==> config.mk <==
export PLATFORM = sky130hd
export DESIGN_NAME = adec_top
export DESIGN_NICKNAME = d
export VERILOG_FILES = /design/src/rtl/adec_pkg.sv /design/src/rtl/adec_model.sv /design/src/rtl/adec_divider.sv /design/src/rtl/adec_interval.sv /design/src/rtl/adec_top.sv
export SDC_FILE = /design/constraint.sdc
export NUM_CORES = 2
export LEC_CHECK = 0
export BUFFER_PORTS_ARGS = -buffer_cell sky130_fd_sc_hd__buf_2
export CAP_MARGIN = 40
export CORE_MARGIN = 10
export CORE_UTILIZATION = 59
export DETAILED_ROUTE_END_ITERATION = 8
export MAX_ROUTING_LAYER = met4
export PLACE_DENSITY = 0.79
export SLEW_MARGIN = 10
export SYNTH_ARGS = -nofsm -noshare
export SYNTH_HDL_FRONTEND = slang
export SYNTH_SLANG_ARGS = --single-unit
==> constraint.sdc <==
create_clock -name clk -period 5.6 [get_ports clk]
set_input_delay 0.56 -clock clk [delete_from_list [all_inputs] [get_ports clk]]
set_output_delay 0.56 -clock clk [all_outputs]
set_load 0.01 [all_outputs]
==> src/rtl/adec_pkg.sv <==
package adec_pkg;

   typedef enum logic [1:0] {
      ST_IDLE  = 2'd0,
      ST_CHECK = 2'd1,
      ST_WAIT  = 2'd2
   } adec_state_t;

   // number of divider iterations for a dividend of num_w bits
   function automatic int div_iterations(input int num_w, input int steps);
      return (num_w + steps - 1) / steps;
   endfunction

endpackage

==> src/rtl/adec_model.sv <==
// Adaptive zero/one occurrence counts, rebuilt per frame.
module adec_model #(
   parameter int CNT_W = 5
) (
   input  logic             clk,
   input  logic             rst_n,
   input  logic             clear,
   input  logic             upd,
   input  logic             sym,
   output logic [CNT_W-1:0] cnt0,
   output logic [CNT_W-1:0] cnt1,
   output logic [CNT_W-1:0] total
);

   logic [CNT_W-1:0] c0_q, c1_q;

   always_ff @(posedge clk or negedge rst_n) begin
      if (!rst_n) begin
         c0_q <= CNT_W'(1);
         c1_q <= CNT_W'(1);
      end else if (clear) begin
         c0_q <= CNT_W'(1);
         c1_q <= CNT_W'(1);
      end else if (upd) begin
         if (sym) c1_q <= c1_q + CNT_W'(1);
         else     c0_q <= c0_q + CNT_W'(1);
      end
   end

   assign cnt0  = c0_q;
   assign cnt1  = c1_q;
   assign total = c0_q + c1_q;

endmodule

==> src/rtl/adec_divider.sv <==
// Multicycle restoring divider, STEPS quotient bits per clock.
module adec_divider #(
   parameter int NUM_W = 69,
   parameter int DEN_W = 5,
   parameter int STEPS = 1
) (
   input  logic             clk,
   input  logic             rst_n,
   input  logic             go,
   input  logic [NUM_W-1:0] num,
   input  logic [DEN_W-1:0] den,
   output logic [NUM_W-1:0] quo,
   output logic             vld
);
   import adec_pkg::*;

   localparam int ITER  = div_iterations(NUM_W, STEPS);
   localparam int PAD_W = ITER * STEPS;
   localparam int CNT_B = $clog2(ITER + 1);

   if (STEPS < 1) begin : g_bad_steps
      $error("adec_divider: STEPS must be at least 1");
   end
   if (DEN_W < 2) begin : g_bad_den
      $error("adec_divider: DEN_W must be at least 2");
   end

   logic [PAD_W-1:0] dq_q;
   logic [DEN_W-1:0] rem_q;
   logic [DEN_W-1:0] den_q;
   logic [CNT_B-1:0] cnt_q;
   logic             run_q;
   logic             vld_q;
   logic [PAD_W-1:0] load_val;

   // dividend alignment variant
   if (PAD_W > NUM_W) begin : g_pad
      assign load_val = {{(PAD_W-NUM_W){1'b0}}, num};
   end else begin : g_nopad
      assign load_val = num;
   end

   // unrolled chain of restoring steps
   logic [PAD_W-1:0] dq_s [0:STEPS];
   logic [DEN_W-1:0] rm_s [0:STEPS];

   assign dq_s[0] = dq_q;
   assign rm_s[0] = rem_q;

   for (genvar g = 0; g < STEPS; g++) begin : g_step
      logic [DEN_W:0] trial;
      logic           ge;
      assign trial       = {rm_s[g], dq_s[g][PAD_W-1]};
      assign ge          = (trial >= {1'b0, den_q});
      assign rm_s[g+1]   = ge ? DEN_W'(trial - {1'b0, den_q}) : trial[DEN_W-1:0];
      assign dq_s[g+1]   = {dq_s[g][PAD_W-2:0], ge};
   end

   always_ff @(posedge clk or negedge rst_n) begin
      if (!rst_n) begin
         dq_q  <= '0;
         rem_q <= '0;
         den_q <= DEN_W'(1);
         cnt_q <= '0;
         run_q <= 1'b0;
         vld_q <= 1'b0;
      end else begin
         vld_q <= 1'b0;
         if (go) begin
            dq_q  <= load_val;
            rem_q <= '0;
            den_q <= den;
            cnt_q <= CNT_B'(ITER);
            run_q <= 1'b1;
         end else if (run_q) begin
            dq_q  <= dq_s[STEPS];
            rem_q <= rm_s[STEPS];
            cnt_q <= cnt_q - CNT_B'(1);
            if (cnt_q == CNT_B'(1)) begin
               run_q <= 1'b0;
               vld_q <= 1'b1;
            end
         end
      end
   end

   assign quo = dq_q[NUM_W-1:0];
   assign vld = vld_q;

endmodule

==> src/rtl/adec_interval.sv <==
// Current coding interval [low, low+range).
module adec_interval #(
   parameter int WIDTH = 64
) (
   input  logic             clk,
   input  logic             rst_n,
   input  logic             clear,
   input  logic             upd,
   input  logic             sym,
   input  logic [WIDTH-1:0] split,
   output logic [WIDTH-1:0] low,
   output logic [WIDTH-1:0] rng
);

   logic [WIDTH-1:0] low_q, rng_q;

   always_ff @(posedge clk or negedge rst_n) begin
      if (!rst_n) begin
         low_q <= '0;
         rng_q <= '1;
      end else if (clear) begin
         low_q <= '0;
         rng_q <= '1;
      end else if (upd) begin
         if (sym) begin
            low_q <= low_q + split;
            rng_q <= rng_q - split;
         end else begin
            rng_q <= split;
         end
      end
   end

   assign low = low_q;
   assign rng = rng_q;

endmodule

==> src/rtl/adec_top.sv <==
// Adaptive binary arithmetic decoder, frame oriented.
module adec_top #(
   parameter int WIDTH           = 64,
   parameter int MAX_BITS        = 16,
   parameter int STEPS_PER_CYCLE = 1,
   localparam int LEN_W          = $clog2(MAX_BITS + 1)
) (
   input  logic             clk,
   input  logic             rst_n,
   input  logic             start,
   input  logic [WIDTH-1:0] tag_in,
   input  logic [LEN_W-1:0] frame_len,
   output logic             bit_out,
   output logic             bit_valid,
   output logic             done
);
   import adec_pkg::*;

   localparam int CNT_W = $clog2(MAX_BITS + 3);
   localparam int PW    = WIDTH + CNT_W;

   if (MAX_BITS < 1) begin : g_bad_len
      $error("adec_top: MAX_BITS must be at least 1");
   end
   if (WIDTH < 3 * MAX_BITS) begin : g_bad_width
      $error("adec_top: WIDTH too small to keep the range nonzero");
   end
   if (STEPS_PER_CYCLE < 1 || STEPS_PER_CYCLE > PW) begin : g_bad_steps
      $error("adec_top: STEPS_PER_CYCLE out of range");
   end

   adec_state_t      state_q;
   logic [WIDTH-1:0] tag_q;
   logic [LEN_W-1:0] len_q;
   logic [LEN_W-1:0] idx_q;
   logic             bit_q, valid_q, done_q;

   logic [CNT_W-1:0] cnt0, cnt1, total;
   logic [WIDTH-1:0] low, rng;
   logic [PW-1:0]    div_num, quo;
   logic             div_go, div_vld;
   logic             clear, upd, sym;
   logic [LEN_W-1:0] len_in;
   logic [WIDTH-1:0] offset;

   assign len_in  = (frame_len > LEN_W'(MAX_BITS)) ? LEN_W'(MAX_BITS) : frame_len;
   assign clear   = (state_q == ST_IDLE) && start;
   assign div_go  = (state_q == ST_CHECK) && (idx_q != len_q);
   assign upd     = (state_q == ST_WAIT) && div_vld;
   assign div_num = PW'(rng) * PW'(cnt0);
   assign offset  = tag_q - low;
   assign sym     = (PW'(offset) >= quo);

   adec_model #(.CNT_W(CNT_W)) u_model (
      .clk   (clk),
      .rst_n (rst_n),
      .clear (clear),
      .upd   (upd),
      .sym   (sym),
      .cnt0  (cnt0),
      .cnt1  (cnt1),
      .total (total)
   );

   adec_divider #(.NUM_W(PW), .DEN_W(CNT_W), .STEPS(STEPS_PER_CYCLE)) u_div (
      .clk   (clk),
      .rst_n (rst_n),
      .go    (div_go),
      .num   (div_num),
      .den   (total),
      .quo   (quo),
      .vld   (div_vld)
   );

   adec_interval #(.WIDTH(WIDTH)) u_ivl (
      .clk   (clk),
      .rst_n (rst_n),
      .clear (clear),
      .upd   (upd),
      .sym   (sym),
      .split (quo[WIDTH-1:0]),
      .low   (low),
      .rng   (rng)
   );

   always_ff @(posedge clk or negedge rst_n) begin
      if (!rst_n) begin
         state_q <= ST_IDLE;
         tag_q   <= '0;
         len_q   <= '0;
         idx_q   <= '0;
         bit_q   <= 1'b0;
         valid_q <= 1'b0;
         done_q  <= 1'b0;
      end else begin
         valid_q <= 1'b0;
         case (state_q)
            ST_IDLE: begin
               if (start) begin
                  tag_q   <= tag_in;
                  len_q   <= len_in;
                  idx_q   <= '0;
                  done_q  <= 1'b0;
                  state_q <= ST_CHECK;
               end
            end
            ST_CHECK: begin
               if (idx_q == len_q) begin
                  done_q  <= 1'b1;
                  state_q <= ST_IDLE;
               end else begin
                  state_q <= ST_WAIT;
               end
            end
            ST_WAIT: begin
               if (div_vld) begin
                  bit_q   <= sym;
                  valid_q <= 1'b1;
                  idx_q   <= idx_q + LEN_W'(1);
                  state_q <= ST_CHECK;
               end
            end
            default: state_q <= ST_IDLE;
         endcase
      end
   end

   assign bit_out   = bit_q;
   assign bit_valid = valid_q;
   assign done      = done_q;

endmodule

==> key figures <==
Global route
  • Initial antenna violation count: 0
  • Grt ovf: 0
  • First-pass GRT wire length: between 150 and 200 mm
  • Total Routing Usage GR: between 20% and 30%
  • Vias in the first global route: 30840
  • Largest net degree at the start of global routing: 130

Routing
  • WL per Instance: 19.59 µm
  • Antenna viol nets, final: 0
  • DRC: 0
  • Iter 0 DRT Violations: around 3300
  • Detailed Route WL: around 100 mm
  • Via count: ~32000
  • Vias per cell: 6.189
  • TritonRoute pass-1 iters: 6

Cells and area
  • Share of cells above drive strength 1: 8.739%
  • Sequential Area: 7724 µm²
  • Synth-to-layout area growth: 8.266%
  • Commonest cells after routing, fill and taps aside: nand2_1, a21oi_1, ha_1
  • Ant diodes: 0
  • Fill count: ~5000
  • Design area: 38080 µm²
  • Most common cell after layout, fill and taps aside: nand2_1
  • Area of the multi-input gates: 25440 µm²
  • Finished Core Util: 64.53%
  • Fin nets: 4997

Synthesis
  • Synth Register Bits: 305
  • Seq/Total Area, Yosys: around 22%
  • Fraction of registers with async set/reset: 100.0%
  • EDFF count, synth: 0
  • Syn_nets: 4991
  • Synth Cell Area: 35180 µm²
  • Distinct cells, synth: 85
  • Mapped Avg Cell Area: 8.024 µm²
  • Cells after Synth: ~4400
  • Yosys top cell area share: 16.93%
  • Largest cells by area after synthesis: dfrtp_1, ha_1, fa_1, nand2_1, a21oi_1
  • Yosys top cell by area: dfrtp_1
  • Synth warnings: 0
  • Synth Flop Type: dfrtp_1

Run
  • Max-Cap Viols: 0

Die
  • Core footprint: slightly below 60000 µm²
  • Initial Util: 59.60%
  • Placement Rows: 89
  • Die Footprint: between 60000 and 70000 µm²
  • IO Pins: 75
  • Die Wd: 264.2 µm
  • Chip Height: 264.2 µm

Clock network
  • Longest Clk Path Bufs: 3
  • Clk_lat worst skew: 0.59 ns
  • CTS tree: built
  • Num CTS Buffers: 38
  • H-tree levels: 2
  • Clk root buf: clkbuf_16
  • Hold buffers post-CTS: 0
  • CTS clk-pin slew, worst paths: 0.06 ns
  • CTS sink cnt: 305

STA
  • Final number of setup-violating endpoints: 0
  • Final Skew: slightly above 0.04 ns
  • Final worst-path cycle share: a little over nine tenths
  • Fin Hold WS: -0.004971 ns
  • Fin crit period: roughly 5.3 ns
  • Fmax achieved: 0.1874 GHz
  • Relative slew slack: around 45%
  • Pin slew with the least headroom to its limit: ~0.83 ns
  • Fin Setup TNS: 0 ns
  • Slew Viols, Final: 0
  • Endpoints failing hold: 1

Hold path
  • Hold Path Class: in2async

Placed design
  • GPL Wtd Cong: 1.059
  • IO buf count: 74
  • Dpl hpwl: 79.08 mm
  • Area post-placement: 36690 µm²

Critical path
  • CP Capture Type: flip-flop
  • WP data required: just over 6 ns
  • Worst reg-to-reg setup slack: roughly 0.26 ns
  • Startpoint types: flip-flop
  • Path depth of the worst reg2reg path: 25
  • Crit path DAT: 5.86 ns
  • Critical Path End: u_ivl.low[60]
  • Critical path class: reg2reg
  • Reg2reg end: u_ivl.low[60]
  • Worst r2r src: tag_q[1]
  • Max FO, Critical Path: 7
  • Crit. Startpoint: tag_q[1]

Pwr
  • Pleak: 19.67 nW
  • Power Dens Cells: roughly 130 nW/µm²
  • Peak VDD IR: 0.2505 mV

Outcome
  • Run status: finished with violations
  • Failing checks: negative hold slack
[how the worst min path moves through the flow]
stage	from	end	slack, ns	cells past startpoint
floorplan	rst_n	bit_out	0.26	0
finish	rst_n	tag_q[6]	-0.005	1
CTS	rst_n	tag_q[6]	0.05	1
global placement	u_div.den_q[0]	u_div.den_q[0]	0.45	2
global route	rst_n	tag_q[6]	0.07	1
detailed placement	u_div.den_q[0]	u_div.den_q[0]	0.46	2
[sequential cells by signal, indices dropped and copies added, names as in the netlist, 7 cells and up]
register	cells
tag_q	64
u_ivl.low	64
u_div.cnt_q	7
u_div.quo	69
u_ivl.rng	64
[synthesized netlist by cell type (86+ instances only)]
master,instances
xor2_1,105
ha_1,344
nand2_1,668
o21ai_0,299
fa_1,191
and2_1,143
a21o_1,198
nand4_1,86
xnor2_1,158
a21oi_1,386
inv_1,344
dfrtp_1,238
nand3_1,107
clkbuf_1,209
nor2_1,211
[cell families (layout without fill, tap and decap cells)]
kind of cell	Yosys count	count (layout)	synth area share (%)
AOI/OAI and AO/OA	1223	1223	21.63
xor gates and xnor gates	263	263	6.548
adders and majority gates	535	535	23.11
buffers and inverters	569	602	6.086
DFF	305	305	21.94
muxes	74	74	2.106
and+or+nand+nor	1415	1415	18.59
[critical path, cell delays in order (launching register included)]
cell,delay (ns)
dfrtp_1,0.38
ha_1,0.30
nor2b_1,0.15
o21a_1,0.19
o21ai_1,0.22
a21oi_1,0.12
o21a_1,0.21
o21a_1,0.23
a21oi_1,0.25
o41a_1,0.25
o21ai_2,0.11
a31oi_1,0.36
o311ai_2,0.14
xor2_1,0.18
ha_1,0.31
nand2_1,0.04
or4_1,0.42
nor2_1,0.11
a2111oi_1,0.06
o21ai_0,0.17
a21o_2,0.20
and2_2,0.34
buf_4,0.21
nand3b_1,0.08
a31oi_1,0.13
nand3b_1,0.11
[area by class of cell]
| type | instances | area share [%] |
|---|---|---|
| multi-input combinational | 3510 | 66.81 |
| sequential | 305 | 20.28 |
| timing repair buffer | 191 | 3.666 |
| inverter | 344 | 3.391 |
| clock buffer | 47 | 2.799 |
| tap | 773 | 2.540 |
| clock inverter | 20 | 0.5158 |
[through the flow]
step | std cells | setup slack (ns) | power [mW]
global placement | 5121 | 0.1298 | 2.319
CTS | 5188 | 0.06626 | 4.818
detailed placement | 5121 | -0.01372 | 2.319
finish | 5190 | 0.2635 | 4.779
floorplan | 4384 | 0.3065 | 2.246
global route | 5190 | -0.009480 | 4.915
[what timing repair did]
item | CTS | global route
gates resized for setup | 2 | 26
hold endpoints to repair | 0 | 0
pin swaps | 0 | 2
endpoints found under the setup margin | 8 | 137
gates cloned | 0 | 1
buffers inserted | 0 | 1
[power by group]
part / total (mW) / internal [mW] / switching [mW]
registers: 2.21 / 2.21 / 0
logic: 0.0714 / 0.0211 / 0.0503
clock network: 2.50 / 1.45 / 1.05
total: 4.78 / 3.68 / 1.10
[metal layers]
metal	track usage (%)	vias up	wire length [µm]
li1	-	15150	-
met1	41.59	15440	45610
met2	42.42	1372	43190
met3	4.808	159	10480
met4	6.950	0	2407
met5	-	-	0
Power figures use the tool's default switching activity.
